--- src/rtl/tsr_pkg.sv ---
package tsr_pkg;

  // attributes of the open transfer, captured at the address phase
  typedef struct packed {
    logic wr;       // write transfer
    logic inhibit;  // burst requested but refused
    logic burst;    // burst accepted
    logic misal;    // low address bits not zero
  } xfer_attr_t;

endpackage

--- src/rtl/tsr_decode.sv ---
module tsr_decode #(
  parameter int              AW   = 16,
  parameter int              WB   = 6,
  parameter logic [AW-1:0]   BASE = '0
) (
  input  logic [AW-1:0] addr_i,
  output logic          hit_o,
  output logic          misal_o,
  output logic [WB-3:0] word_o
);

  assign hit_o   = (addr_i[AW-1:WB] == BASE[AW-1:WB]);
  assign misal_o = (addr_i[1:0] != 2'b00);
  assign word_o  = addr_i[WB-1:2];

endmodule

--- src/rtl/tsr_wait.sv ---
module tsr_wait #(
  parameter int CW = 3
) (
  input  logic          clk,
  input  logic          rst_n,
  input  logic          load_i,
  input  logic [CW-1:0] val_i,
  output logic          zero_o
);

  logic [CW-1:0] cnt_q;

  always_ff @(posedge clk or negedge rst_n) begin
    if (!rst_n)              cnt_q <= '0;
    else if (load_i)         cnt_q <= val_i;
    else if (cnt_q != '0)    cnt_q <= cnt_q - 1'b1;
  end

  assign zero_o = (cnt_q == '0);

endmodule

--- src/rtl/tsr_regs.sv ---
module tsr_regs #(
  parameter int DW   = 32,
  parameter int NREG = 8,
  parameter int IW   = 3
) (
  input  logic          clk,
  input  logic          rst_n,
  input  logic          we_i,
  input  logic [IW-1:0] idx_i,
  input  logic [DW-1:0] wdata_i,
  output logic [DW-1:0] rdata_o
);

  logic [DW-1:0] mem_q [NREG];

  always_ff @(posedge clk or negedge rst_n) begin
    if (!rst_n) begin
      for (int i = 0; i < NREG; i++) mem_q[i] <= '0;
    end else if (we_i) begin
      for (int i = 0; i < NREG; i++)
        if (idx_i == IW'(i)) mem_q[i] <= wdata_i;
    end
  end

  assign rdata_o = mem_q[idx_i];

endmodule

--- src/rtl/tsr_top.sv ---
module tsr_top #(
  parameter int            AW        = 16,
  parameter int            DW        = 32,
  parameter logic [15:0]   BASE      = 16'h4000,
  parameter int            WIN_WORDS = 16,
  parameter int            NREG      = 8,
  parameter int            CW        = 3
) (
  input  logic          clk,
  input  logic          rst_n,
  input  logic [CW-1:0] wait_cfg_i,
  input  logic          burst_cap_i,
  input  logic          start_i,
  input  logic [AW-1:0] addr_i,
  input  logic          wr_i,
  input  logic          burst_i,
  input  logic          more_i,
  input  logic [DW-1:0] wdata_i,
  output logic [DW-1:0] rdata_o,
  output logic          rdata_oe_o,
  output logic          term_oe_o,
  output logic          ack_o,
  output logic          err_o,
  output logic          binh_o
);
  import tsr_pkg::*;

  localparam int WB = $clog2(WIN_WORDS) + 2;
  localparam int OW = WB - 2;
  localparam int IW = (NREG > 1) ? $clog2(NREG) : 1;
  localparam logic [OW-1:0] NREG_W = OW'(NREG);

  logic          hit, misal;
  logic [OW-1:0] word;
  logic          cnt_zero;
  logic [DW-1:0] rd_word;

  logic          busy_q;
  xfer_attr_t    attr_q;
  logic [OW-1:0] cur_word_q;

  logic accept, beat_end, fault, ack_now, err_now, cont, we;

  tsr_decode #(.AW(AW), .WB(WB), .BASE(AW'(BASE))) u_dec (
    .addr_i (addr_i),
    .hit_o  (hit),
    .misal_o(misal),
    .word_o (word)
  );

  assign accept   = start_i && !busy_q && hit;
  assign beat_end = busy_q && cnt_zero;
  assign fault    = (cur_word_q >= NREG_W) || attr_q.misal;
  assign ack_now  = beat_end && !fault;
  assign err_now  = beat_end && fault;
  assign cont     = ack_now && attr_q.burst && more_i;
  assign we       = ack_now && attr_q.wr;

  tsr_wait #(.CW(CW)) u_wait (
    .clk   (clk),
    .rst_n (rst_n),
    .load_i(accept || cont),
    .val_i (wait_cfg_i),
    .zero_o(cnt_zero)
  );

  tsr_regs #(.DW(DW), .NREG(NREG), .IW(IW)) u_regs (
    .clk    (clk),
    .rst_n  (rst_n),
    .we_i   (we),
    .idx_i  (cur_word_q[IW-1:0]),
    .wdata_i(wdata_i),
    .rdata_o(rd_word)
  );

  always_ff @(posedge clk or negedge rst_n) begin
    if (!rst_n) begin
      busy_q     <= 1'b0;
      attr_q     <= '0;
      cur_word_q <= '0;
    end else if (accept) begin
      busy_q         <= 1'b1;
      attr_q.wr      <= wr_i;
      attr_q.inhibit <= burst_i && !burst_cap_i;
      attr_q.burst   <= burst_i && burst_cap_i;
      attr_q.misal   <= misal;
      cur_word_q     <= word;
    end else if (beat_end) begin
      if (cont) cur_word_q <= cur_word_q + 1'b1;
      else      busy_q     <= 1'b0;
    end
  end

  assign term_oe_o  = busy_q;
  assign ack_o      = ack_now;
  assign err_o      = err_now;
  assign binh_o     = busy_q && attr_q.inhibit;
  assign rdata_oe_o = busy_q && !attr_q.wr;
  assign rdata_o    = (rdata_oe_o && !fault) ? rd_word : '0;

endmodule

--- config.mk ---
export PLATFORM = sky130hd
export DESIGN_NAME = tsr_top
export DESIGN_NICKNAME = d
export VERILOG_FILES = /design/src/rtl/tsr_pkg.sv /design/src/rtl/tsr_decode.sv /design/src/rtl/tsr_wait.sv /design/src/rtl/tsr_regs.sv /design/src/rtl/tsr_top.sv
export SDC_FILE = /design/constraint.sdc
export NUM_CORES = 1
export LEC_CHECK = 0
export BUFFER_PORTS_ARGS = -buffer_cell sky130_fd_sc_hd__buf_2
export CAP_MARGIN = 20
export CORE_MARGIN = 2
export CORE_UTILIZATION = 45
export CTS_CLUSTER_DIAMETER = 30
export DETAILED_ROUTE_END_ITERATION = 10
export PLACE_DENSITY = 0.61
export SYNTH_ARGS = -nofsm -noshare
export SYNTH_HDL_FRONTEND = slang
export SYNTH_SLANG_ARGS = --single-unit
--- constraint.sdc ---
create_clock -name clk -period 7.9 [get_ports clk]
set_clock_uncertainty 0.2 [all_clocks]
set_input_delay 0.395 -clock clk [delete_from_list [all_inputs] [get_ports clk]]
set_output_delay 0.395 -clock clk [all_outputs]
set_load 0.02 [all_outputs]
### Word-level counts from Yosys, hierarchy flattened

Index checks and enable logic that the tools add are counted.

* flip-flop bits (word level): 268
* input port bits: 58
* output and inout bits: 37
* logic and storage cells: 77

* add/subtract/negate cells: 2
* magnitude comparators: 2
* equality and inequality tests: 9
* multiplexer cells: 12
* bitwise operators: 1
* reduce and logical (&&, ||, !) cells: 36

Operators by type and width (number)
* $bmux W32 S3: 1
* $mux W32: 3
* $reduce_and A2 Y1: 10
* $logic_and A1 B1 Y1: 13
* $eq A3 B3 Y1 const B: 4
* $mux W4: 3
* $eq A10 B9 Y1 const B: 1
* $ge A4 B4 Y1 const B: 2
* $reduce_bool A2 Y1: 4
* $eq A3 B2 Y1 const B: 2
* $logic_not A3 Y1: 2
* $mux W3: 2
* $add A4 B1 Y4 const B: 1
* $logic_not A1 Y1: 4
* $not A3 Y4: 1
* $eq A3 B1 Y1 const B: 1
* $mux W1: 3
* $reduce_bool A3 Y1: 1
* $sub A3 B1 Y3 const B: 1
* $logic_or A1 B1 Y1: 2
* $ne A2 B2 Y1 const B: 1

### Longest topological paths before layout

* word-level depth: 9
* gate-level depth with buffers: 8
* gate-level depth less buffers: 6

### Modules after synthesis

A second synthesis with hierarchy kept.

* cell total of the unflattened synthesis: 913
* area total of the unflattened synthesis: 12544.5 µm²

By module, submodules not included
* tsr_regs: instances 1, cells an instance 793, area each 11558.6 µm², sequential area each 6406.1 µm²
* tsr_top: instances 1, cells an instance 91, area each 718.2 µm², sequential area each 225.2 µm²
* tsr_wait: instances 1, cells an instance 21, area each 201.4 µm², sequential area each 75.1 µm²
* tsr_decode: instances 1, cells an instance 8, area each 66.3 µm², sequential area each 0.0 µm²

### Worst setup path before layout

Ideal clock, no wire load.

* kind: reg-to-reg
* start point: reg cur_word_q[1]
* end point: reg u_regs.mem_q[193] (netlist bit)
* setup time: 0.125 ns
* arrival time: 2.186 ns
* required time: 7.575 ns
* slack: 5.389 ns
* stages on the path, launching flop included: 8
* buffers on the path: 3
* clock period less this slack: 2.511 ns
* path through: dfrtp_1 buf_1 buf_1 inv_1 ha_1 nand2_1 buf_1 mux2_2

* longest elaborated chain between the ends: 6
* elaborated cells between the ends (all ways): 7
* classes of those cells: 1 x order compare; 1 x eq/ne; 5 x reduce/logical

Ends and longest elaborated chain
* start, declared: line tsr_top.sv:40 `logic [OW-1:0] cur_word_q;`
* start signal, assigned: line tsr_top.sv:87 `cur_word_q <= word;`
* start signal, assigned: line tsr_top.sv:89 `if (cont) cur_word_q <= cur_word_q + 1'b1;`
* $ge A4 B4 Y1: line tsr_top.sv:53 `assign fault = (cur_word_q >= NREG_W) || attr_q.misal;`
* $logic_or A1 B1 Y1: line tsr_top.sv:53
* $logic_not A1 Y1: line tsr_top.sv:54 `assign ack_now = beat_end && !fault;`
* $logic_and A1 B1 Y1: line tsr_top.sv:54
* $logic_and A1 B1 Y1: line tsr_top.sv:57 `assign we = ack_now && attr_q.wr;`
* $reduce_and A2 Y1 (no source line) *
* end signal, assigned by index: line tsr_regs.sv:21 `if (idx_i == IW'(i)) mem_q[i] <= wdata_i;`
* end, declared: line tsr_regs.sv:14 `logic [DW-1:0] mem_q [NREG];`

Every way passes the cells marked *; elsewhere a longest branch is shown, timed or not.
A chain may end at the register's enable or synchronous reset.

### Worst setup path in the final report

* start point: reg cur_word_q[0]
* end point: out rdata_o[23]

* longest elaborated chain between the ends: 5
* elaborated cells between the ends (all ways): 9
* classes of those cells: 1 x order compare; 4 x mux; 1 x bitwise; 3 x reduce/logical

Ends and longest elaborated chain
* $ge A4 B4 Y1 / $not A3 Y4 (equally long branches): line tsr_top.sv:53, tsr_regs.sv:25
* $logic_or A1 B1 Y1 / $bmux W32 S3 (equally long branches): line tsr_top.sv:53, tsr_regs.sv:25
* $logic_not A1 Y1 / $mux W32 (equally long branches): line tsr_top.sv:99, tsr_regs.sv:25
* $logic_and A1 B1 Y1 / $mux W32 (equally long branches): line tsr_top.sv:99, tsr_regs.sv:25
* $mux W32 *: line tsr_top.sv:99 `assign rdata_o = (rdata_oe_o && !fault) ? rd_word : '0;`
* end, declared: line tsr_top.sv:19 `output logic [DW-1:0] rdata_o,`

Every way passes the cells marked *; elsewhere a longest branch is shown, timed or not. The select of a mux whose other input is x is not followed.

==> results.py <==
metrics = {
    "run_status": {
        "status": "complete, no violations",
    },
    "yosys": {
        "synthArstFlopShare_pct": 100.0,
        "synthDistinctLibCells": 27,
        "ys_seq_area_share_pct": 55.30,
        "synth_nets": 873,
        "synth.avg_cell_area_um2": 15.03,
        "ys_warn_count": 0,
        "synth_area_mm2": 0.01213,
        "yosysMostFrequentCell": "dfrtp_1",
        "syn_inst": 807,
        "synth_top_cell_area_share_pct": 55.30,
        "synth.area.top_cells": "dfrtp_1 55%, mux2_2 24%, mux4_2 12%, nand2_1 2.4%, a21oi_1 1.5%",
        "synth-seq-cells": 268,
        "synth_top_area_cell": "dfrtp_1",
        "synth_common_cells": "268 x dfrtp_1, 262 x mux2_2, 76 x nand2_1",
        "synth_flop_cell": "dfrtp_1",
        "synth-edff-count": 0,
    },
    "hold_path": {
        "hp-class": "in2reg",
        "whs_path_depth": 5,
    },
    "timing": {
        "max_freq_mhz": 258.6,
        "relSlewSlack_pct": 28.43,
        "hold_violations": 0,
        "rsz0062_at_grt": "false",
        "setup_viol": 0,
        "slew_violations": 0,
        "min_period_ns": 3.866,
        "fin_hold_ws_ns": 0.1773,
        "period_share_pct": 48.94,
        "tightestPinTransition_ns": 1.070,
        "finalSetupTns_ns": 0,
    },
    "clock_tree": {
        "clock_latency_ns": 0.57,
        "cts_max_level": 2,
        "cts-root-buf": "clkbuf_16",
        "cts_tree": "yes",
        "max-clock-path-buffers": 3,
        "cts_buffers": 57,
        "post-cts-setup-buffers": 0,
        "cts_num_sinks": 268,
        "cts.clk_slew.worst_paths_ns": 0.04,
    },
    "die": {
        "start_util_pct": 45.37,
        "dieArea_mm2": 0.02828,
        "fp.dieH_um": 168.2,
        "rows": 60,
        "core_mm2": 0.02673,
        "die_x_um": 168.2,
        "ios": 95,
    },
    "power_and_ir_drop": {
        "p_int_mw": 3.320,
        "power_frac_seq_pct": 35.1,
        "p_total_mw": 4.262,
        "leakage_nw": 6.609,
        "pwr-share-comb_pct": 5.9,
        "irDropWorstVdd_mv": 0.1800,
        "power_density_mw_per_mm2": 274.7,
        "switching_share_pct": 22.09,
        "p_switching_uw": 941.4,
        "clkPwrFrac_pct": 59.0,
    },
    "setup_path": {
        "crit_fanout": 38,
        "cpMaxStageDelayCell": "dfrtp_4",
        "cp.arrival_ns": 3.27,
        "worstPathCellList": "buf_4 -> mux4_2 -> nand2_1 -> a21oi_1 -> buf_2",
        "crit_type": "reg2out",
        "crit_cells": 5,
        "cp_slowest_stage_delay_ns": 0.84,
        "crit_family": "buffers and inverters",
        "r2r_cells": 6,
        "crit_path_end_kind": "primary output",
        "worst-path-buf-inv": 2,
        "worstPathRequired_ns": 7.30,
        "start_kind": "flop",
    },
    "global_routing": {
        "grt.busiest_layer": "met2",
        "antenna_found_initial": 0,
        "grt_usage_pct": 20.29,
        "grt_pass1_wl_mm": 44.84,
        "grt_pass1_vias": 8077,
        "use_met2_pct": 33.94,
        "use_met1_pct": 27.31,
        "grt_use_met3_pct": 3.667,
        "grt_remaining_overflow": 0,
        "grt_max_degree": 180,
    },
    "finish": {
        "drive_above_1_share_pct": 53.91,
        "fin_nets": 1030,
        "fillers": 2118,
        "area_growth_syn_to_layout_pct": 27.96,
        "final-seq-area_mm2": 0.006715,
        "diodes": 0,
        "multi_input_comb_area_mm2": 0.005209,
    },
    "place": {
        "portBuffers": 94,
        "gp_congestion": 0.6847,
        "hpwlAfterDp_mm": 14.14,
    },
    "run": {
        "drv_cap": 0,
    },
    "detailed_routing": {
        "drc": 0,
        "drt_iter0_drc": 328,
        "vias": 7297,
        "ant_nets": 0,
        "wl_mm": 27.49,
        "post_drt_wl_per_cell_um": 20.34,
        "vias_per_cell": 5.397,
        "drtPass1Iterations": 5,
    },
}
## logic make-up (layout without fill, tap and decap cells)
logic type	count (synthesis)	after routing	synth area share [%]
mux	327	327	36.30
simple gates	101	101	3.570
xor+xnor	2	2	0.1445
buf+inv	57	261	1.991
compound gates	44	44	1.868
flops	268	268	55.30
fa+ha+maj	8	8	0.8255
## cells in the final DEF, fill, tap and decap left out, types with 2 or more instances in the layout
cell             n
dfrtp_1        265
buf_2           93
nand2_1         71
xnor2_1          2
a21oi_1         36
dfrtp_4          2
ha_1             8
nor4b_1          2
clkbuf_8        11
o21ai_0          6
bufinv_16        9
nand3_2          3
clkinv_4         4
mux2_2         262
nor2b_1          2
clkinvlp_4       9
inv_6            2
clkbuf_16       57
buf_12           2
inv_1            5
nand2_2          5
mux4_2          64
nor2_1           8
clkinv_2         6
nand2b_1         2
buf_4            6
dlygate4sd3_1   46
clkbuf_1         4
## per-layer routing
layer / vias up / wire length (um)
li1: 3297 / -
met1: 3834 / 12410
met2: 125 / 13630
met3: 41 / 979
met4: 0 / 474
met5: - / 0
## power groups by stage
stage | registers (mW) | logic, mW | clock network [mW]
detailed placement | 1.51 | 0.239 | 0
global placement | 1.51 | 0.231 | 0
CTS | 1.49 | 0.259 | 2.56
finish | 1.49 | 0.253 | 2.51
global route | 1.50 | 0.283 | 2.64
floorplan | 1.50 | 0.158 | 0
## layout make-up
class                      instances  area share, %
inverter                           6         0.1451
clock buffer                      72          10.26
clock inverter                    34          3.209
sequential                       268          43.28
multi-input combinational        482          33.57
timing repair buffer             149          6.789
tap                              341          2.750
## flip-flops by register name (all words and copies together), names as in the netlist
register / count
term_oe_o: 1
attr_q: 4
cur_word_q: 4
u_wait.cnt_q: 3
u_regs.mem_q: 256
## worst reg2reg max path: cells and delay by family (launching register included)
family,cells,cell delay (ns)
buffers and inverters,3,1.45
muxes,1,0.40
adders and majority gates,1,0.28
and+or+nand+nor,1,0.40
DFF,1,0.38
## final timing paths
kind                                    start           endpoint  slack [ns]
worst max-delay path            cur_word_q[0]        rdata_o[23]        4.03
worst min-delay path                   more_i          term_oe_o        0.18
worst max register to register  cur_word_q[1]   u_regs.mem_q[66]        4.66
worst min register to register      attr_q[1]          attr_q[1]        0.27
max in group asynchronous               rst_n  u_regs.mem_q[178]        5.90
min in group asynchronous               rst_n  u_regs.mem_q[226]        0.21
## through the flow
stage                     util, %  area, um2  cells  setup slack (ns)
final                       58.06      15520   1352             4.034
after global routing        58.06      15520   1352             3.805
after CTS                   57.88      15470   1350             3.946
after detailed placement    48.34      12920   1198             4.555
after global placement      48.34      12920   1198             4.584
after floorplan                 -      12130    807             5.389
## repair_timing
action	4_1_cts	5_1_grt
resized for setup	0	0
hold buffers	46	0
endpoints found under the hold margin	354	0
Power figures use the tool's default switching activity.
